<file path="src/rtl/i2c_ptr_target.sv">
module i2c_ptr_target #(
  parameter logic [5:0] ADDR_HI = 6'b101011
) (
  input  logic       clk,
  input  logic       rst_n,
  input  logic       scl_i,
  input  logic       sda_i,
  input  logic       addr_sel,
  output logic       sda_oe,
  output logic [7:0] bank_addr,
  output logic       bank_rd,
  output logic       bank_wr,
  output logic [7:0] bank_wdata,
  input  logic [7:0] bank_rdata,
  input  logic       bank_valid
);
  typedef enum logic [3:0] {
    ST_IDLE, ST_ADDR, ST_AACK, ST_PTR, ST_PACK, ST_WDAT, ST_WACK, ST_RDAT, ST_RACK, ST_RNXT
  } st_t;

  st_t        st;
  logic [2:0] scl_p, sda_p;
  logic [7:0] sr, ptr;
  logic [3:0] cnt;
  logic       rw, ack_on;

  wire scl_rise = scl_p[1] & ~scl_p[2];
  wire scl_fall = ~scl_p[1] & scl_p[2];
  wire start_c  = scl_p[1] & scl_p[2] & sda_p[2] & ~sda_p[1];
  wire stop_c   = scl_p[1] & scl_p[2] & ~sda_p[2] & sda_p[1];
  wire [7:0] rx      = {sr[6:0], sda_p[1]};
  wire [7:0] rd_byte = bank_valid ? bank_rdata : 8'h00;
  wire       ack_val = (st == ST_AACK) | bank_valid;

  assign bank_addr  = ptr;
  assign bank_wdata = sr;

  always_ff @(posedge clk or negedge rst_n) begin
    if (!rst_n) begin
      scl_p   <= 3'b111;
      sda_p   <= 3'b111;
      st      <= ST_IDLE;
      sr      <= 8'h00;
      ptr     <= 8'h00;
      cnt     <= 4'd0;
      rw      <= 1'b0;
      ack_on  <= 1'b0;
      sda_oe  <= 1'b0;
      bank_rd <= 1'b0;
      bank_wr <= 1'b0;
    end else begin
      scl_p   <= {scl_p[1:0], scl_i};
      sda_p   <= {sda_p[1:0], sda_i};
      bank_rd <= 1'b0;
      bank_wr <= 1'b0;
      if (start_c) begin
        st     <= ST_ADDR;
        cnt    <= 4'd0;
        ack_on <= 1'b0;
        sda_oe <= 1'b0;
      end else if (stop_c) begin
        st     <= ST_IDLE;
        ack_on <= 1'b0;
        sda_oe <= 1'b0;
      end else begin
        case (st)
          ST_ADDR, ST_PTR, ST_WDAT:
            if (scl_rise) begin
              sr  <= rx;
              cnt <= cnt + 4'd1;
              if (cnt == 4'd7) begin
                if (st == ST_ADDR) begin
                  if (rx[7:1] == {ADDR_HI, addr_sel}) begin
                    rw <= rx[0];
                    st <= ST_AACK;
                  end else begin
                    st <= ST_IDLE;
                  end
                end else if (st == ST_PTR) begin
                  ptr <= rx;
                  st  <= ST_PACK;
                end else begin
                  st <= ST_WACK;
                end
              end
            end
          ST_AACK, ST_PACK, ST_WACK:
            if (scl_fall) begin
              if (!ack_on) begin
                ack_on  <= 1'b1;
                sda_oe  <= ack_val;
                bank_wr <= (st == ST_WACK) && bank_valid;
              end else begin
                ack_on <= 1'b0;
                sda_oe <= 1'b0;
                cnt    <= 4'd0;
                if (st == ST_AACK && rw) begin
                  sr      <= rd_byte;
                  sda_oe  <= ~rd_byte[7];
                  bank_rd <= 1'b1;
                  st      <= ST_RDAT;
                end else if (st == ST_AACK) begin
                  st <= ST_PTR;
                end else begin
                  st <= ST_WDAT;
                  if (st == ST_WACK) ptr <= ptr + 8'd1;
                end
              end
            end
          ST_RDAT: begin
            if (scl_rise) cnt <= cnt + 4'd1;
            if (scl_fall) begin
              if (cnt == 4'd8) begin
                sda_oe <= 1'b0;
                st     <= ST_RACK;
              end else if (cnt != 4'd0) begin
                sda_oe <= ~sr[6];
                sr     <= {sr[6:0], 1'b0};
              end
            end
          end
          ST_RACK:
            if (scl_rise) begin
              ptr <= ptr + 8'd1;
              st  <= sda_p[1] ? ST_IDLE : ST_RNXT;
            end
          ST_RNXT:
            if (scl_fall) begin
              sr      <= rd_byte;
              sda_oe  <= ~rd_byte[7];
              bank_rd <= 1'b1;
              cnt     <= 4'd0;
              st      <= ST_RDAT;
            end
          default: ;
        endcase
      end
    end
  end
endmodule


</file>
<file path="config.mk">
export PLATFORM = sky130hd
export DESIGN_NAME = i2c_ptr_target
export DESIGN_NICKNAME = d
export VERILOG_FILES = /design/src/rtl/i2c_ptr_target.sv
export SDC_FILE = /design/constraint.sdc
export NUM_CORES = 1
export LEC_CHECK = 0
export BUFFER_PORTS_ARGS = -buffer_cell sky130_fd_sc_hd__buf_2
export CAP_MARGIN = 40
export CELL_PAD_IN_SITES_DETAIL_PLACEMENT = 0
export CELL_PAD_IN_SITES_GLOBAL_PLACEMENT = 1
export CORE_MARGIN = 2
export CORE_UTILIZATION = 35
export DETAILED_ROUTE_END_ITERATION = 7
export GPL_TIMING_DRIVEN = 0
export PLACE_DENSITY = 0.67
export SLEW_MARGIN = 0
export SYNTH_ARGS = -nofsm -noshare
export SYNTH_HDL_FRONTEND = slang
export SYNTH_SLANG_ARGS = --single-unit
</file>
<file path="constraint.sdc">
create_clock -name clk -period 5.74 [get_ports clk]
set_clock_uncertainty 0.05 [all_clocks]
set_input_delay 0.287 -clock clk [delete_from_list [all_inputs] [get_ports clk]]
set_output_delay 0.287 -clock clk [all_outputs]
set_load 0.01 [all_outputs]
</file>
* Word-level counts from Yosys, hierarchy flattened
Cells that the tools add are included.
Widths: inputs -> output; s select.
** Word-level totals
- Bits in registers :: 35
- Input port bits :: 14
- Output and inout bits :: 19
- Logic and storage cells :: 162
** Operators by class
- Add/sub/neg operators :: 2
- Eq/ne operators :: 41
- Multiplexer cells :: 72
- Bitwise logic cells :: 16
- Reduce and logical (&&, ||, !) cells :: 20
** Operators by type and width (count)
- $mux 8 :: 19
- $mux 4 :: 18
- $ne 2x2->1 const B :: 16
- $ne 4x4->1 const B :: 8
- $pmux 8 s4 :: 1
- $mux 1 :: 25
- $pmux 8 s3 :: 1
- $eq 4x3->1 const B :: 5
- $pmux 4 s5 :: 1
- $reduce_and 13->1 :: 1
- $eq 4x4->1 const B :: 3
- $pmux 4 s3 :: 1
- $reduce_bool 4->1 :: 3
- $reduce_and 11->1 :: 1
- $ne 3x3->1 const B :: 3
- $reduce_and 9->1 :: 1
- $reduce_bool 3->1 :: 3
- $add 8x1->8 const B :: 1
- $eq 4x2->1 const B :: 2
- $not 1->1 :: 8
- $and 1x1->1 :: 7
- $eq 7x7->1 :: 1
- $reduce_and 7->1 :: 1
- $reduce_bool 7->1 :: 1
- 16 further kinds :: 20

* Logic depth before layout (Yosys ltp)
- Depth after elaboration :: 8
- Gate-level depth with buffers :: 9
- Mapped depth without buffers :: 7

* Least setup slack after synthesis
OpenSTA, ideal clock, no wires.
- Path kind :: register to register
- From :: register cnt[0]
- To :: register ptr[0], in the netlist bank_addr[0]
- Setup time :: 0.128 ns
- Arrival :: 1.862 ns
- Data required time :: 5.562 ns
- Slack :: 3.700 ns
- Stages on the path, launching flop included :: 8
- Path buffers :: 1
- Clock period less this slack :: 2.040 ns
- Cells stage by stage :: dfrtp_1 > ha_1 > nand3b_1 > or4b_4 > a31oi_4 > and2_4 > buf_8 > o211ai_2
** On the way
- Longest elaborated chain between the ends :: 3
** RTL lines
- start, declared :: RTL line 24 : logic [3:0] cnt;
- start signal, assigned :: RTL line 70 : cnt <= cnt + 4'd1;
- start signal, assigned :: RTL line 111 : if (scl_rise) cnt <= cnt + 4'd1;
- $eq 4x3->1 :: RTL line 71 : if (cnt == 4'd7) begin
- $ne 2x2->1 (no line)
- $reduce_and 13->1 (no line)
- end signal, assigned :: RTL line 80 : ptr <= rx;
- end signal, assigned :: RTL line 106 : if (st == ST_WACK) ptr <= ptr + 8'd1;
- end signal, assigned :: RTL line 124 : ptr <= ptr + 8'd1;
- end, declared :: RTL line 23 : logic [7:0] sr, ptr;
Every way passes these cells.
A chain may end at the register's enable or synchronous reset.

* Worst setup path after layout
Same ends and word-level chain as after synthesis.

==> results list <==
* Leading cell type in the layout, fill and taps excluded: sky130_fd_sc_hd__buf_2
* Detailed placer's ending HPWL: between 4000 and 5000 um
* Max-cap check violation count: 0
* Global routing's busiest layer: met2
- The floorplan step set the die height to roughly 85 um.
- The die covers approximately 7200 sq um.
- Max-slew violations: 0
- For this block, the initial DRC count from the detailed router was 65.
* Endpoint class of the critical path: flop
* Met1 track utilization from global routing: 25.4%
- The root buffer cell chosen for the clock tree is sky130_fd_sc_hd__clkbuf_8.
* Mean Syn Cell Area: roughly 9 sq um
* Combinational power share: between 50% and 60%
- IR analysis of the VDD net gives a maximum drop of about 0.00022 V.
- Met3 track utilization from global routing: 3.40%
- Most used flip-flop cell after synthesis: sky130_fd_sc_hd__dfrtp_1
- The clock tree synthesis step divided the H-tree into 2 levels.
- Summed over all nets, the switching power comes to 0.742 mW.
- In this run switching power makes up about 49% of total power.
* Final Cycle Share: 40.1%
- Number of global-route vias before repair: roughly 2000
- Register area share after synthesis: about two fifths
- Once detail routing completed, the nets flagged for antenna violations numbered 0.
* Routed vias: approximately 2100
- Result of the run: completed
- Unrepaired setup endpoints after global routing: false
- In this run the register-to-register setup slack is 3.44 ns.
* Post-synthesis sequential element count: 35
* Lkg Pwr: roughly 1.2 nW
- The clock reaches the later pin of the worst-skew pair after approximately 0.30 ns.
- The synthesized design contains 0 enable-type register cells.
- At the worst endpoint, the arrival time is about 2.4 ns.
- Final-layout fill cell count: between 600 and 700
- Fraction of registers with async set/reset: 100%
* Met2 Use GR: about 29%
* Relative contribution of sequential cells to total power: 27.8%
- The die is between 80 and 90 um wide.
- Setup violations remaining at the end of the flow were counted as 0.
- Cell internal power was estimated by the tool at slightly below 0.8 mW.
- After clock tree synthesis, the flow added hold-fix buffers numbering 1.
- Summing internal, switching and leakage power gives about 1.5 mW.
- Clock buffers created by TritonCTS: 5
* Post-route worst setup slack: 3.44 ns
- Combined area of all synthesized cells: 2300 sq um
- Ordered cell list for the critical path: ha_1 -> nand3b_1 -> or4b_4 -> a31oi_4 -> and2_4 -> buf_8 -> o211ai_2
* Power density over cell area: 568 nW/um^2
- Critical Path Fanout Max: 10
- The worst path in the final design needs a cycle of about 2.3 ns, including I/O delays and setup.
- Buffers added to address setup during post-CTS repair amount to 0.
* Routability cong.: approximately 0.82
- Global-route usage over all layers: a little under a fifth
- The hold violation count in the final report is 0.
- Clock tree from TritonCTS: done
* Initial antenna violation count: 0
* Distinct cells, synth: 60
* Number of gates resized after cts: 0
- Row generation in the floorplan step produced 29 rows.
- The first global-routing pass estimated 10300 um of wire.
* Initial standard-cell utilization of the core: approximately 36%
- Cells fill 42.2% of the core in the end.
- Transition time at the pin with the least slew margin: about 0.84 ns
- Summed over all layers, the routed wires come to 6240 um.
* Pin count of the biggest net entering global routing: 28
- Clock-pin slew was measured on the worst setup and hold paths at roughly 0.080 ns.
* Core area: ~6300 sq um
- Synthesis produced a netlist with a net count of about 270.
- For this run, the number of Yosys warnings is 0.
- STA classifies the critical path startpoint as a flop.
- Headroom to the max-slew limit came out at between 40% and 50%.
- Count of unresolved DRC violations after routing: 0
- I/O pin count: 33
- Power share of the clock group: 12.8%
- The critical path is of the flop to flop type.
- The cell count after synthesis came out at 255.
- Counting along the longest clock path gives a buffer depth of 2.
- Detail-routed via count per cell: between 5 and 6
- The clock drives 35 sinks.
- At the placement stage, the worst setup path has a slack of ~3.4 ns.
- Compared with the post-synthesis result, the final layout area differs by 16.5%.
- Routed length per instance: ~17 um
* Aggregate global routing overflow: 0
* Diodes inserted: 0
- Commonest cells after routing, fill and taps aside: sky130_fd_sc_hd__buf_2, sky130_fd_sc_hd__dfrtp_1, sky130_fd_sc_hd__nand2_1
- Cells with a size suffix above 1 make up approximately 28% of the layout.
- I/O Buffers: 32
- Min-delay worst type: input pin to flop
* Data required time of the worst path: just under 6 ns
* Max Freq: approximately 430 MHz
* Max incr delay on CP: approximately 0.56 ns
- After the last flow step, the layout net total stands at around 310.
- Setup TNS: 0 ns
* Drt first pass iters: 4
* Slowest cell on the critical path: sky130_fd_sc_hd__or4b_4
## flip-flops by register name (all words and copies together) (netlist names)
register    count
bank_addr       8
bank_rd         1
sda_p           3
st              4
scl_p           3
sda_oe          1
bank_wr         1
bank_wdata      8
cnt             4
ack_on          1
rw              1
## stage by stage
stage	cell area, sq um	instances	hold WS (ns)
5_1_grt	2680	374	0.0177
4_1_cts	2680	374	0.0264
3_5_place_dp	2580	365	0.127
6_report	2680	374	0.0282
3_3_place_gp	2560	364	0.296
2_1_floorplan	2300	255	-0.0586
## synth_stat cells, drive strengths merged, types with 3 or more instances
library cell  count  area share (%)
nand3b            5             1.6
mux2i             5             2.2
dfrtp            29              32
inv               5            0.82
dfstp             6             6.9
or2               3            0.82
nor2              9             1.5
nand2b            8             2.2
and3             12             3.3
nand3            12             2.6
o21ai            26             5.7
buf              15             4.1
a21oi            24             6.4
nor3              6             1.3
a31oi             9             3.4
nand4             6             1.6
ha                3             1.6
nor2b             3            0.82
nand2            26             4.2
## cell families (layout without fill, tap and decap cells)
kind of cell | count (synthesis) | after routing | synth area share (%)
AND/OR/NAND/NOR | 107 | 107 | 26.8
AO/OA/AOI/OAI | 78 | 78 | 23.6
flip-flops | 35 | 35 | 38.4
buffers and inverters | 22 | 64 | 5.22
multiplexers | 7 | 7 | 3.16
adder cells (fa/ha/maj) | 4 | 4 | 2.07
XOR/XNOR | 2 | 2 | 0.762
## layer usage
metal / wire length, um / vias to the layer above / share of wire, %
met2: 2890 / 39 / 46
li1: - / 1039 / -
met5: 0 / - / 0
met4: 73 / 0 / 1.2
met3: 227 / 7 / 3.6
met1: 3050 / 1042 / 49
## final cells by class
type,count,area (sq um),area share (%)
Clock inverter,3,23.8,0.887
Buffer,17,101,3.78
Tap cell,77,96.3,3.60
Inverter,5,18.8,0.701
Multi-Input combinational cell,198,1300,48.4
Timing Repair Buffer,34,190,7.10
Sequential cell,35,883,33.0
Clock buffer,5,68.8,2.57
## power by group through the flow
stage / Combinational (mW) / Sequential [mW] / Clock, mW
after floorplan: 0.658 / 0.426 / 0
after global placement: 0.904 / 0.427 / 0
after detailed placement: 0.904 / 0.425 / 0
after CTS: 0.908 / 0.421 / 0.198
after global routing: 1.01 / 0.437 / 0.208
final: 0.905 / 0.423 / 0.195
## critical path: cells and delay by family (launching register included)
family          cells  cell delay, ns
fa+ha+maj           1            0.21
buf+inv             1            0.14
flops               1            0.41
simple gates        3            0.93
compound gates      2            0.45
## worst paths after layout
check,from,to,depth (start not counted)
min,sda_i,sda_p[0],1
min in group asynchronous,rst_n,cnt[2],2
max,cnt[0],bank_addr[0],7
max in group asynchronous,rst_n,sda_p[2],3
min reg2reg,sda_p[0],sda_p[1],0
max reg2reg,cnt[0],bank_addr[0],7
Note: power is estimated with default switching activity, not from simulation.
